**config.mk**
```make
export PLATFORM = sky130hd
export DESIGN_NAME = oc_channel
export DESIGN_NICKNAME = d
export VERILOG_FILES = /design/src/rtl/oc_channel.sv
export SDC_FILE = /design/constraint.sdc
export NUM_CORES = 1
export LEC_CHECK = 0
export BUFFER_PORTS_ARGS = -buffer_cell sky130_fd_sc_hd__buf_2
export CORE_MARGIN = 8
export CORE_UTILIZATION = 45
export DETAILED_ROUTE_END_ITERATION = 16
export SYNTH_ARGS = -nofsm -noshare
export SYNTH_HDL_FRONTEND = slang
export SYNTH_SLANG_ARGS = --single-unit
```
**constraint.sdc**
```tcl
create_clock -name clk -period 2 [get_ports clk]
set_input_delay 0.1 -clock clk [delete_from_list [all_inputs] [get_ports clk]]
set_output_delay 0.1 -clock clk [all_outputs]
set_load 0.01 [all_outputs]
```
**src/rtl/oc_channel.sv**
```systemverilog
module oc_channel #(
  parameter int CW = 16
) (
  input  logic          clk,
  input  logic          rst_n,
  input  logic          wr_en,
  input  logic [1:0]    wr_addr,
  input  logic [CW-1:0] wr_data,
  input  logic          trig_in,
  input  logic          cnt_en,
  output logic          oc_ref,
  output logic          oc_main,
  output logic          oc_comp,
  output logic          match
);

  logic [2:0]    mode_q, mode_prev;
  logic [1:0]    dir_q;
  logic          pre_q, fast_q, en_q, polm_q, polc_q;
  logic [CW-1:0] ccr_sh, ccr_act, arr_q, cnt_q;
  logic          ref_q, lt_prev;
  logic          s1, s2, s3, trig_d;

  wire ctrl_wr = wr_en && wr_addr == 2'd0;
  wire ccr_wr  = wr_en && wr_addr == 2'd1;
  wire arr_wr  = wr_en && wr_addr == 2'd2;
  wire ctrl_unused = &{1'b0, wr_data[CW-1:10]};

  wire hit       = cnt_en && cnt_q == ccr_act;
  wire upd       = cnt_en && cnt_q == arr_q;
  wire lt        = cnt_q < ccr_act;
  wire is_pwm    = mode_q[2:1] == 2'b11;
  wire pwm_lvl   = mode_q[0] ? !lt : lt;
  wire trig_edge = s2 && !s3;
  wire fast_fire = fast_q && is_pwm && trig_edge;

  always_ff @(posedge clk or negedge rst_n)
    if (!rst_n) begin
      mode_q <= 3'b000; pre_q <= 1'b0; fast_q <= 1'b0; dir_q <= 2'b00;
      en_q <= 1'b0; polm_q <= 1'b0; polc_q <= 1'b0;
    end else if (ctrl_wr) begin
      mode_q <= wr_data[2:0];
      pre_q  <= wr_data[3];
      fast_q <= wr_data[4];
      if (!en_q) dir_q <= wr_data[6:5];
      en_q   <= wr_data[7];
      polm_q <= wr_data[8];
      polc_q <= wr_data[9];
    end

  always_ff @(posedge clk or negedge rst_n)
    if (!rst_n) begin
      ccr_sh <= '0; ccr_act <= '0; arr_q <= '1;
    end else begin
      if (arr_wr) arr_q <= wr_data;
      if (ccr_wr) ccr_sh <= wr_data;
      if (ccr_wr && !pre_q) ccr_act <= wr_data;
      else if (upd && pre_q) ccr_act <= ccr_sh;
    end

  always_ff @(posedge clk or negedge rst_n)
    if (!rst_n) begin
      s1 <= 1'b0; s2 <= 1'b0; s3 <= 1'b0; trig_d <= 1'b0;
    end else begin
      s1 <= trig_in; s2 <= s1; s3 <= s2; trig_d <= trig_edge;
    end

  always_ff @(posedge clk or negedge rst_n)
    if (!rst_n)      cnt_q <= '0;
    else if (trig_d) cnt_q <= '0;
    else if (upd)    cnt_q <= '0;
    else if (cnt_en) cnt_q <= cnt_q + CW'(1);

  always_ff @(posedge clk or negedge rst_n)
    if (!rst_n) begin
      lt_prev <= 1'b0; mode_prev <= 3'b000;
    end else begin
      lt_prev <= lt; mode_prev <= mode_q;
    end

  always_ff @(posedge clk or negedge rst_n)
    if (!rst_n)              ref_q <= 1'b0;
    else if (dir_q != 2'b00) ref_q <= 1'b0;
    else if (fast_fire)      ref_q <= mode_q[0];
    else
      case (mode_q)
        3'b000: ref_q <= ref_q;
        3'b001: if (hit) ref_q <= 1'b1;
        3'b010: if (hit) ref_q <= 1'b0;
        3'b011: if (hit) ref_q <= !ref_q;
        3'b100: ref_q <= 1'b0;
        3'b101: ref_q <= 1'b1;
        default:
          if (lt != lt_prev || mode_prev == 3'b000) ref_q <= pwm_lvl;
      endcase

  assign oc_ref  = ref_q;
  assign oc_main = en_q ? (ref_q ^ polm_q) : polm_q;
  assign oc_comp = en_q ? (!ref_q ^ polc_q) : polc_q;
  assign match   = hit;


  set_on_match_chk: assert property (@(posedge clk) disable iff (!rst_n)
    (mode_q == 3'b001 && hit && dir_q == 2'b00) |=> oc_ref);

  force_low_chk: assert property (@(posedge clk) disable iff (!rst_n)
    (mode_q == 3'b100) |=> !oc_ref);

  force_high_chk: assert property (@(posedge clk) disable iff (!rst_n)
    (mode_q == 3'b101 && dir_q == 2'b00) |=> oc_ref);

  frozen_hold_chk: assert property (@(posedge clk) disable iff (!rst_n)
    (mode_q == 3'b000 && dir_q == 2'b00) |=> $stable(oc_ref));

  pwm_hold_chk: assert property (@(posedge clk) disable iff (!rst_n)
    (is_pwm && mode_prev != 3'b000 && lt == lt_prev && !trig_edge && dir_q == 2'b00)
      |=> $stable(oc_ref));

  direct_ccr_chk: assert property (@(posedge clk) disable iff (!rst_n)
    (ccr_wr && !pre_q) |=> ccr_act == $past(wr_data));

  shadow_ccr_chk: assert property (@(posedge clk) disable iff (!rst_n)
    (ccr_wr && pre_q && !upd) |=> $stable(ccr_act));

  fast_level_chk: assert property (@(posedge clk) disable iff (!rst_n)
    (trig_edge && fast_q && is_pwm && dir_q == 2'b00) |=> oc_ref == $past(mode_q[0]));

  dir_low_chk: assert property (@(posedge clk) disable iff (!rst_n)
    (dir_q != 2'b00) |=> !oc_ref);

  dir_lock_chk: assert property (@(posedge clk) disable iff (!rst_n)
    (ctrl_wr && en_q) |=> $stable(dir_q));

  wrap_chk: assert property (@(posedge clk) disable iff (!rst_n)
    upd |=> cnt_q == '0);

endmodule

```
==> run metrics <==
die height 112 microns; Area contributors post-synth dfrtp_1, mux2_2, dfstp_2, ha_1, xnor2_1; 1st-iter DRT viols 128; final worst-path cycle share 1.06; Critical Path Sink Type output pin; CTS tree built; Worst Path Arrival 2.01 ns; synthesis-to-finish area growth 22.3%; Final Worst Setup Slack -0.110 ns; Setup violations, final 2; Max VDD drop 0.546 mV; grt ovf 0; Area after DPL 4590 sq um; r2r worst-path depth 8; Mapped Avg Cell Area 11.5 sq um; most common cell after layout, fill and taps aside dfrtp_1; placed cells 517; status complete, but fails checks; Crit Reg-Reg Startpoint ccr_act[10]; Max Fclk 0.474 GHz; Initial Util 0.453; die area 12400 sq um; r2r setup slk -0.07 ns; Die X 112 microns; Port-buffer cells 26; worst-margin pin slew 0.525 ns; I/O pin cnt 27; final non-filler cell area 5020 sq um; Clock Root Buffer clkbuf_8; crit path cell chain inv_1 > ha_1 > nand4_1 > nor4_2 > and3_1 > buf_4 > buf_6; hold depth 2; Static Leak 2.30 nW; asr flop ratio synth 1.00; failing checks setup timing; Worst Min Path Start wr_data[12]; antenna viol nets, final 0; core area 9060 sq um; Yosys cell types 51; dpl hpwl 6760 microns; most frequent cells in the layout dfrtp_1, mux2_2, buf_4; drc violations 0; Clock transition at path regs 0.09 ns; cell taking the most area after synthesis dfrtp_1; Worst Path Required 1.90 ns; Setup CP Type reg -> out; crit-path max FO 2; post-layout minimum cycle time 2.11 ns; via count 2867; hold worst-path end arr_q[12]; # diodes 0; first-pass GRT wire length 15500 microns; Ys Warns 0; Cell Count, Final, Fillers Out 545; final wirelength 9140 microns; register bit total from synthesis 83; Skew-Pair Late Insertion Delay 0.36 ns; RSZ-0062 raised after global routing yes; share of the synthesized area in the top cell type 0.408; initial antenna violation count 0; DP Worst Slack -0.167 ns; Vias/cell 5.26; Syn Nets 396; startpoint types register; Final Core Density 0.554; worst hold margin 0.00284 ns; vias in the first global route 3057; global-route usage over all layers 0.157; Routed wire per std cell 16.8 microns; ys flop type dfrtp_1; PD cells 904 nW/um^2; Std-Cell Rows 35; final net count 469; post-synthesis sequential area ratio 0.511; routability congestion estimate 0.820; Slew HR 0.641; Max clock buf depth 2; setup_tns -0.185 ns; max_cap viols 0; layout cells sized above 1 0.341; CTS buffer count 9; slowest stage delay, CP 0.37 ns; synthesized instance count 356; Worst Skew 0.0102 ns; FF-to-FF End oc_ref; EDFF count, synth 0; Final Power 4.54 mW; Post-Syn Area 4110 sq um; clock sinks 83; largest net degree at the start of global routing 64; HP Class in -> reg; Hold Fails Final Rpt 0; slowest CP cell dfrtp_1; Pre-Repair DR Iteration Count 4; H-tree depth 3; Max Slew Vio Count 0
## cell type report
class,instances,area [sq um]
Clock buffer,9,124
Clock inverter,7,110
Fill cell,779,4040
Inverter,26,97.6
Multi-Input combinational cell,238,1920
Sequential cell,83,2100
Tap cell,111,139
Timing Repair Buffer,71,534
## power breakdown
| group | internal [mW] | total (mW) | switching [mW] |
|---|---|---|---|
| Sequential | 2.01 | 2.24 | 0.229 |
| Combinational | 0.496 | 0.923 | 0.426 |
| Clock | 0.724 | 1.38 | 0.654 |
## metal layers
metal / vias up / global-route usage / share of wire
met4: 0 / 0.0638 / 0.014
met1: 1405 / 0.211 / 0.49
met3: 12 / 0.0249 / 0.031
met2: 48 / 0.248 / 0.46
met5: - / 0 / 0
li1: 1402 / - / -
## registers in the layout, indices dropped and copies added (netlist names), 2 cells and up
signal / flops
dir_q: 2
mode_q: 3
mode_prev: 3
arr_q: 16
cnt_q: 16
ccr_act: 16
ccr_sh: 16
## kinds of logic after synthesis
kind of cell / Yosys count / share of synthesized area
simple gates: 91 / 0.117
fa+ha+maj: 17 / 0.0518
mux: 51 / 0.137
buf+inv: 35 / 0.0363
xor+xnor: 30 / 0.0640
compound gates: 49 / 0.0832
flops: 83 / 0.511
## worst max path at each step
stage | from | endpoint | slack, ns
floorplan | cnt_q[11] | oc_ref | 0.02
global route | ccr_act[10] | match | -0.25
finish | ccr_act[10] | match | -0.11
detailed placement | cnt_q[14] | oc_ref | -0.17
CTS | cnt_q[9] | match | -0.11
global placement | ccr_act[14] | oc_ref | -0.07
## Yosys cell counts (5+ instances only)
library cell / count
dfrtp_1: 67
mux2_2: 39
nand2_1: 29
inv_1: 26
xnor2_1: 20
nor2_1: 18
ha_1: 17
dfstp_2: 16
nand4_1: 12
o21ai_1: 11
mux2i_1: 10
xor2_1: 10
a21oi_1: 9
or3_1: 5
## worst max-delay path, delay by kind of cell (launching register included)
family | cells | cell delay [ns]
adders and majority gates | 1 | 0.29
buffers and inverters | 3 | 0.27
DFF | 1 | 0.37
and+or+nand+nor | 3 | 0.73
## what timing repair did
action | 4_1_cts | 5_1_grt
hold buffers | 10 | 0
cloned | 0 | 0
setup buffers | 1 | 1
setup endpoints to repair | 2 | 27
endpoints found under the hold margin | 33 | 0
resized for setup | 2 | 14
pin swaps | 6 | 3
(Power assumes the default switching activity.)
